==> src/rtl/xsg_pkg.sv <==
package xsg_pkg;
  typedef struct packed {
    logic [1:0] gen;
    logic       dma;
    logic [2:0] lvl;
  } xfer_mode_t;

  typedef enum logic [2:0] {
    STEP_PHY  = 3'd0,
    STEP_UDMA = 3'd1,
    STEP_XPIO = 3'd2,
    STEP_PIO  = 3'd3,
    STEP_NONE = 3'd4
  } step_kind_e;
endpackage

==> src/rtl/xsg_slot_timer.sv <==
module xsg_slot_timer #(
  parameter int TICKS_PER_SLOT = 60
) (
  input  logic clk,
  input  logic rst_n,
  input  logic tick,
  output logic slot_adv
);
  generate
    if (TICKS_PER_SLOT <= 1) begin : g_direct
      assign slot_adv = tick;
    end else begin : g_div
      localparam int TW = $clog2(TICKS_PER_SLOT);
      localparam logic [TW-1:0] LAST = TW'(TICKS_PER_SLOT - 1);
      logic [TW-1:0] tcnt_q;
      assign slot_adv = tick && (tcnt_q == LAST);
      always_ff @(posedge clk) begin
        if (!rst_n)        tcnt_q <= '0;
        else if (slot_adv) tcnt_q <= '0;
        else if (tick)     tcnt_q <= tcnt_q + 1'b1;
      end
    end
  endgenerate
endmodule

==> src/rtl/xsg_err_window.sv <==
module xsg_err_window #(
  parameter int NUM_SLOTS = 15,
  parameter int CNT_W     = 3
) (
  input  logic             clk,
  input  logic             rst_n,
  input  logic             slot_adv,
  input  logic             err,
  input  logic             clr,
  output logic [CNT_W-1:0] total
);
  localparam int PW = (NUM_SLOTS > 1) ? $clog2(NUM_SLOTS) : 1;
  localparam logic [PW-1:0] LAST = PW'(NUM_SLOTS - 1);

  logic [CNT_W-1:0] slot_q [NUM_SLOTS];
  logic [PW-1:0]    ptr_q, nxt_ptr;
  logic [CNT_W-1:0] total_q, total_d, inc, aged;

  assign inc     = {{(CNT_W-1){1'b0}}, err};
  assign nxt_ptr = (ptr_q == LAST) ? '0 : ptr_q + 1'b1;
  assign aged    = slot_q[nxt_ptr];
  assign total   = total_q;

  always_comb begin
    if (slot_adv) total_d = total_q - aged + inc;
    else          total_d = total_q + inc;
  end

  always_ff @(posedge clk) begin
    if (!rst_n) begin
      ptr_q   <= '0;
      total_q <= '0;
      for (int i = 0; i < NUM_SLOTS; i++) slot_q[i] <= '0;
    end else if (clr) begin
      total_q <= '0;
      for (int i = 0; i < NUM_SLOTS; i++) slot_q[i] <= '0;
    end else begin
      if (slot_adv) begin
        ptr_q           <= nxt_ptr;
        slot_q[nxt_ptr] <= inc;
      end else begin
        slot_q[ptr_q] <= slot_q[ptr_q] + inc;
      end
      total_q <= total_d;
    end
  end
endmodule

==> src/rtl/xsg_ladder.sv <==
module xsg_ladder
  import xsg_pkg::*;
#(
  parameter int MIN_GEN   = 1,
  parameter int PIO_ENTRY = 4,
  parameter int PIO_FLOOR = 3
) (
  input  xfer_mode_t cur,
  input  logic       is_sata,
  output xfer_mode_t nxt,
  output step_kind_e kind,
  output logic       cur_floor,
  output logic       nxt_floor
);
  function automatic logic at_floor(input xfer_mode_t m);
    return !m.dma && (m.lvl <= 3'(PIO_FLOOR));
  endfunction

  always_comb begin
    nxt = cur;
    if (is_sata && (cur.gen > 2'(MIN_GEN))) begin
      kind    = STEP_PHY;
      nxt.gen = cur.gen - 2'd1;
    end else if (cur.dma && (cur.lvl != 3'd0)) begin
      kind    = STEP_UDMA;
      nxt.lvl = cur.lvl - 3'd1;
    end else if (cur.dma) begin
      kind    = STEP_XPIO;
      nxt.dma = 1'b0;
      nxt.lvl = 3'(PIO_ENTRY);
    end else if (!at_floor(cur)) begin
      kind    = STEP_PIO;
      nxt.lvl = cur.lvl - 3'd1;
    end else begin
      kind = STEP_NONE;
    end
  end

  assign cur_floor = at_floor(cur);
  assign nxt_floor = at_floor(nxt);
endmodule

==> src/rtl/xfer_speed_governor.sv <==
module xfer_speed_governor
  import xsg_pkg::*;
#(
  parameter int THRESH         = 3,
  parameter int NUM_SLOTS      = 15,
  parameter int TICKS_PER_SLOT = 60,
  parameter int MIN_GEN        = 1,
  parameter int PIO_ENTRY      = 4,
  parameter int PIO_FLOOR      = 3
) (
  input  logic       clk,
  input  logic       rst_n,
  input  logic       tick,
  input  logic       err_pulse,
  input  logic       is_sata,
  input  logic [1:0] init_gen,
  input  logic       init_dma,
  input  logic [2:0] init_lvl,
  output logic [1:0] cur_gen,
  output logic       cur_dma,
  output logic [2:0] cur_lvl,
  output logic       reconf_req,
  output logic       floor_warn
);
  localparam int CNT_W = $clog2(THRESH + 2);

  xfer_mode_t       mode_q, mode_nxt, mode_init;
  step_kind_e       kind;
  logic             slot_adv, over, floor_now, floor_nxt, init_floor;
  logic [CNT_W-1:0] total;
  logic             reconf_q, floor_q;

  assign mode_init = '{gen: init_gen, dma: init_dma, lvl: init_lvl};
  assign init_floor = !init_dma && (init_lvl <= 3'(PIO_FLOOR));

  xsg_slot_timer #(.TICKS_PER_SLOT(TICKS_PER_SLOT)) u_timer (
    .clk(clk), .rst_n(rst_n), .tick(tick), .slot_adv(slot_adv)
  );

  xsg_err_window #(.NUM_SLOTS(NUM_SLOTS), .CNT_W(CNT_W)) u_window (
    .clk(clk), .rst_n(rst_n), .slot_adv(slot_adv), .err(err_pulse),
    .clr(over), .total(total)
  );

  xsg_ladder #(.MIN_GEN(MIN_GEN), .PIO_ENTRY(PIO_ENTRY), .PIO_FLOOR(PIO_FLOOR)) u_ladder (
    .cur(mode_q), .is_sata(is_sata), .nxt(mode_nxt), .kind(kind),
    .cur_floor(floor_now), .nxt_floor(floor_nxt)
  );

  assign over = (total > CNT_W'(THRESH));

  always_ff @(posedge clk) begin
    if (!rst_n) begin
      mode_q   <= mode_init;
      reconf_q <= 1'b0;
      floor_q  <= init_floor;
    end else begin
      reconf_q <= 1'b0;
      if (over && (kind != STEP_NONE)) begin
        mode_q   <= mode_nxt;
        reconf_q <= 1'b1;
        floor_q  <= floor_nxt;
      end else begin
        floor_q  <= floor_now;
      end
    end
  end

  assign cur_gen    = mode_q.gen;
  assign cur_dma    = mode_q.dma;
  assign cur_lvl    = mode_q.lvl;
  assign reconf_req = reconf_q;
  assign floor_warn = floor_q;
endmodule

==> config.mk <==
export PLATFORM = sky130hd
export DESIGN_NAME = xfer_speed_governor
export DESIGN_NICKNAME = d
export VERILOG_FILES = /design/src/rtl/xsg_pkg.sv /design/src/rtl/xsg_slot_timer.sv /design/src/rtl/xsg_err_window.sv /design/src/rtl/xsg_ladder.sv /design/src/rtl/xfer_speed_governor.sv
export SDC_FILE = /design/constraint.sdc
export NUM_CORES = 1
export LEC_CHECK = 0
export BUFFER_PORTS_ARGS = -buffer_cell sky130_fd_sc_hd__buf_4
export CORE_ASPECT_RATIO = 1.75
export CORE_MARGIN = 2
export CORE_UTILIZATION = 25
export DETAILED_ROUTE_END_ITERATION = 10
export PLACE_DENSITY_LB_ADDON = 0.08
export RECOVER_POWER = 100
export SLEW_MARGIN = 20
export SYNTH_ARGS = -nofsm -noshare
export SYNTH_HDL_FRONTEND = slang
export SYNTH_HIERARCHICAL = 1
export SYNTH_SLANG_ARGS = --single-unit
==> constraint.sdc <==
create_clock -name clk -period 4.7 [get_ports clk]
set_clock_uncertainty 0.1 [all_clocks]
set_input_delay 0.235 -clock clk [delete_from_list [all_inputs] [get_ports clk]]
set_output_delay 0.235 -clock clk [all_outputs]
set_load 0.005 [all_outputs]
* Word level (Yosys, flattened, before mapping) *
Memory sizes are Yosys's and may differ from the RTL's. A register that Yosys moved wholly into a read port is not among the register bits.
Cells that the tools add are included.

cells by class
  add/sub/neg operators = 8
  order comparisons = 5
  equal/unequal tests = 5
  multiplexer cells = 52
  bitwise operators = 17
  reductions and logical operators = 17

operators by type and width
  cell                                                            number
  two-way mux 3 bit                                               25
  two-way mux 4 bit                                               6
  two-way mux 1 bit                                               18
  OR 1 bit                                                        15
  two-way mux 6 bit                                               2
  adder 3 x 1 -> 3 bit                                            3
  <= comparator 3 x 2 -> 1 bit (second input constant)            3
  logical AND 1 bit                                               7
  adder 6 x 1 -> 6 bit (second input constant)                    1
  equality test 6 bit (second input constant)                     1
  OR reduction 3 bit                                              2
  adder 4 x 1 -> 4 bit (second input constant)                    1
  equality test 4 bit (second input constant)                     1
  != test 2 x 1 -> 1 bit (second input constant)                  2
  AND reduction 2 bit                                             2
  OR reduction 2 bit                                              2
  greater-than comparator 3 x 2 -> 1 bit (second input constant)  1
  zero test 1 bit                                                 3
  != test 3 bit (second input constant)                           1
  nonzero test 3 bit                                              1
  subtractor 3 x 1 -> 3 bit (second input constant)               1
  subtractor 3 bit                                                1
  greater-than comparator 2 x 1 -> 1 bit (second input constant)  1
  two-way mux 2 bit                                               1
  2 further kinds                                                 3

word-level totals
  register bits after elaboration = 21
  memory bits (writable) = 45
  input port bits = 11
  output and inout bits = 8
  memories kept = 1

memories
  name             words  width  read ports  clocked after memory_dff  wr ports  RTL line              source
  u_window.slot_q  15     3      2           1                         15        xsg_err_window.sv:15  logic [CNT_W-1:0] slot_q [NUM_SLOTS];

* Depth between registers and ports, before layout *
  depth after elaboration = 10
  gate-level depth with buffers = 16
  gate-level depth less buffers = 14

* Hierarchy *
Netlist, hierarchy kept.

by module, submodules not included
  module               instances  cells each  area an instance (µm²)
  xsg_err_window       1          332         3484.6
  xfer_speed_governor  1          23          346.6
  xsg_slot_timer       1          29          272.8
  xsg_ladder           1          34          232.7

* Worst setup path before layout *
Ideal clock, no wire load.

  path type = register to register
  start = register u_window.ptr_q[2]
  end = register u_window.total_q[2], in the netlist u_window/total[2]
  library setup time = 0.080 ns
  data arrival time = 3.286 ns
  required time = 4.520 ns
  setup slack = 1.234 ns
  stages on the path, launching flop included = 17
  cell sequence = dfxtp_1 > clkbuf_1 > and2_1 > clkbuf_1 > nor2b_1 > mux4_2 > a31oi_1 > o22a_1 > a21oi_1 > ha_1 > inv_1 > ha_1 > fa_1 > xnor2_1 > and2_1 > a221o_1 > nor3b_1

between the ends
  longest elaborated chain between the ends = 6

ends and longest elaborated chain
  element                                                      RTL line              source
  from (decl)                                                  xsg_err_window.sv:16  logic [PW-1:0] ptr_q, nxt_ptr;
  from (signal assigned)                                       xsg_err_window.sv:39  ptr_q <= nxt_ptr;
  adder 4 x 1 -> 4 bit or equality test 4 bit (tied branches)  xsg_err_window.sv:20  assign nxt_ptr = (ptr_q == LAST) ? '0 : ptr_q + 1'b1;
  two-way mux 4 bit (*)                                        xsg_err_window.sv:20
  memory (15 x 3 bit) (*)                                      -
  subtractor 3 bit (*)                                         xsg_err_window.sv:25  if (slot_adv) total_d = total_q - aged + inc;
  adder 3 x 1 -> 3 bit (*)                                     xsg_err_window.sv:25
  two-way mux 3 bit (*)                                        xsg_err_window.sv:25
  to (signal assigned)                                         xsg_err_window.sv:44  total_q <= total_d;
  to (decl)                                                    xsg_err_window.sv:17  logic [CNT_W-1:0] total_q, total_d, inc, aged;

Every way passes the cells marked *; elsewhere a longest branch is shown, timed or not.
A chain may end at the register's enable or synchronous reset.

==> reports/metrics.yaml <==
synth.distinct_cells: 63
multi_input_area_um2: 2150
routedWlPerCell_um: 21.53
grt_pass1_wl_um: 21360
status: "completed"
synth.yosys.seq_area_share_pct: 46.16
ys_seq_elements: 73
synth_area_leaders: "edfxtp_1, dfxtp_1, mux4_1"
rsz0062_at_grt: "false"
cts_setup_buffers: 0
cts_resized: 0
setup_viol: 0
ant_nets: 0
viasPerCell: 5.051
cp-endpoint: "u_window/slot_q[3][1]$_SDFFCE_PN0P_"
cts_max_path_buffers: 2
worstHoldPathType: "input pin to flip-flop"
postLayoutCellArea_um2: 5045
worstSetupEndpointType: "flip-flop"
powerDensity_nw_per_um2: 340.8
drive_above_1_share_pct: 12.50
startpoint_type: "flip-flop"
globalRouteTotalUtil_pct: 16.13
n_fill_cell: 1764
ff2ff_setup_slack_ns: 0.63
clockRootBuffer: "clkbuf_16"
p_leak_nw: 1.894
finalMaxSlewViolations: 0
coreArea_um2: 16950
num_vias: 3369
cp_cell_sequence: "clkbuf_1 -> mux4_1 -> mux4_2 -> ha_1 -> ha_1 -> nand2_1 -> clkbuf_1 -> nor2_1"
clk_latency_ns: 0.34
core.rowCount: 63
crit_fanout: 11
grt_pass1_vias: 3455
crit_family: "multiplexers"
worst-setup-path-type: "flip-flop to flip-flop"
rr_worst_depth: 8
layout_worst_path_cycle_share_pct: 86.53
synthCells: 418
peakVddDrop_uv: 140.6
p_total_w: 0.001719
slowest_stage: "mux4_1"
seq_area_um2: 2002
min-delay-start: "tick"
synth_edf_count: 54
start_util_pct: 25.59
ioPinCount: 19
dieArea_um2: 18460
crit_required_ns: 4.69
path_clk_slew_ns: 0.07
fin_setup_tns_ns: 0
gp_congestion: 0.8452
postPlaceCellArea_um2: 4733
path_buf_inv: 2
syn2layout_area_growth_pct: 16.33
slew_headroom_pct: 29.95
diodes: 0
numCtsBuffers: 9
cp_data_arrival_time_ns: 4.05
cap_violations: 0
nets: 459
timing.fmax_ghz: 0.2459
syn-cell-area_um2: 4337
hold_depth: 3
drc_errors: 0
cp.depth: 8
drt-pass1-iter-count: 5
drt-initial-drc-count: 283
max_stage_delay_ns: 0.72
worstReg2RegEnd: "u_window/slot_q[3][1]$_SDFFCE_PN0P_"
synth_ff_type: "edfxtp_1"
grt_start_max_net_pins: 26
antenna_found_initial: 0
cts_htree_levels: 3
yosysTopAreaCellShare_pct: 37.39
synth.avg_cell_area_um2: 10.37
finalHoldViolCount: 0
hold_buffers: 0
dp.final_hpwl_um: 11180
layout_common_cells: "nor2_1, edfxtp_1, nand2_1"
tightest_slew_ns: 1.041
drt-total-wl_um: 14360
syn_nets: 442
die-height_um: 178.2
die_w_um: 103.6
numClockSinks: 73
period_needed_ns: 4.067
fin_util_pct: 29.77
portBuffers: 18
gr-total-overflow: 0
yosysTopAreaCell: "edfxtp_1"
async_reset_ff_share_pct: 0
final_common_cell: "nor2_1"
final_cells: 667
yosys_warnings: 6
cts_tree: "done"
dp_cells: 651
stage by stage:
stage	worst slack [ns]	hold slack [ns]
global placement	1.008	0.4174
CTS	0.8704	0.08877
global route	0.4878	0.1016
detailed placement	0.8931	0.4242
floorplan	1.234	0.2681
finish	0.6330	0.09428
registers in the layout (all words and copies together) (netlist names), named ones only:
signal,count
u_window/total,3
floor_warn,1
reconf_req,1
cur_lvl,3
u_timer/g_div.tcnt_q,6
cur_gen,2
cur_dma,1
u_window/slot_q,48
u_window/ptr_q,4
worst reg2reg max path, cell delays in order, from the launching register on:
cell and delay, ns:
dfxtp_1 0.42, clkbuf_1 0.68, mux4_1 0.73, mux4_2 0.50, ha_1 0.21, ha_1 0.27, nand2_1 0.43, clkbuf_1 0.38
nor2_1 0.10
final cells by class:
class                           instances  share of cell area (%)
Clock buffer                           11                   4.812
Sequential cell                        73                   39.68
Inverter                               17                   1.265
Timing Repair Buffer                   30                   3.943
Multi-Input combinational cell        304                   42.61
Tap cell                              227                   5.630
Clock inverter                          5                   2.059
cell families (layout without fill, tap and decap cells):
kind of cell | count (synthesis) | count (layout) | share of synthesized area [%]
AO/OA/AOI/OAI | 78 | 78 | 11.86
XOR/XNOR | 10 | 10 | 2.020
adder cells (fa/ha/maj) | 13 | 13 | 3.924
buffers and inverters | 41 | 63 | 4.068
flip-flops | 73 | 73 | 46.16
multiplexers | 32 | 32 | 13.24
AND/OR/NAND/NOR | 171 | 171 | 18.73
cells in the mapped netlist (7+ instances only):
| master | number |
|---|---|
| a21oi_1 | 15 |
| clkbuf_1 | 11 |
| dfxtp_1 | 19 |
| edfxtp_1 | 54 |
| ha_1 | 12 |
| inv_1 | 16 |
| mux2_2 | 7 |
| mux2i_1 | 9 |
| mux4_1 | 12 |
| nand2_1 | 35 |
| nand2b_1 | 12 |
| nand3_1 | 13 |
| nor2_1 | 72 |
| nor2b_1 | 8 |
| o21ai_0 | 22 |
metal layers:
metal	vias to the layer above	part of all wire (%)	wire length, µm	GRT usage, %
met4	0	5.1	727	9.291
li1	1573	-	-	-
met2	122	58	8337	33.33
met5	-	0	0	0
met1	1638	33	4768	14.40
met3	36	3.7	526	2.704
worst min-delay path by stage:
stage / to / slack [ns]
3_3_place_gp: u_timer/g_div.tcnt_q[5]$_SDFFE_PP0P_ / 0.42
2_1_floorplan: flip-flop / 0.27
5_1_grt: cur_gen[0]$_DFFE_PP_ / 0.10
3_5_place_dp: u_timer/g_div.tcnt_q[5]$_SDFFE_PP0P_ / 0.42
6_report: u_timer/g_div.tcnt_q[0]$_SDFFE_PP0P_ / 0.09
4_1_cts: u_timer/g_div.tcnt_q[0]$_SDFFE_PP0P_ / 0.09
where the power goes:
part / internal (W) / switching (W)
Sequential: 0.000722 / 0.0000266
Combinational: 0.0000678 / 0.0000944
Clock: 0.000533 / 0.000275
Total: 0.00132 / 0.000396
Power figures use the tool's default switching activity.
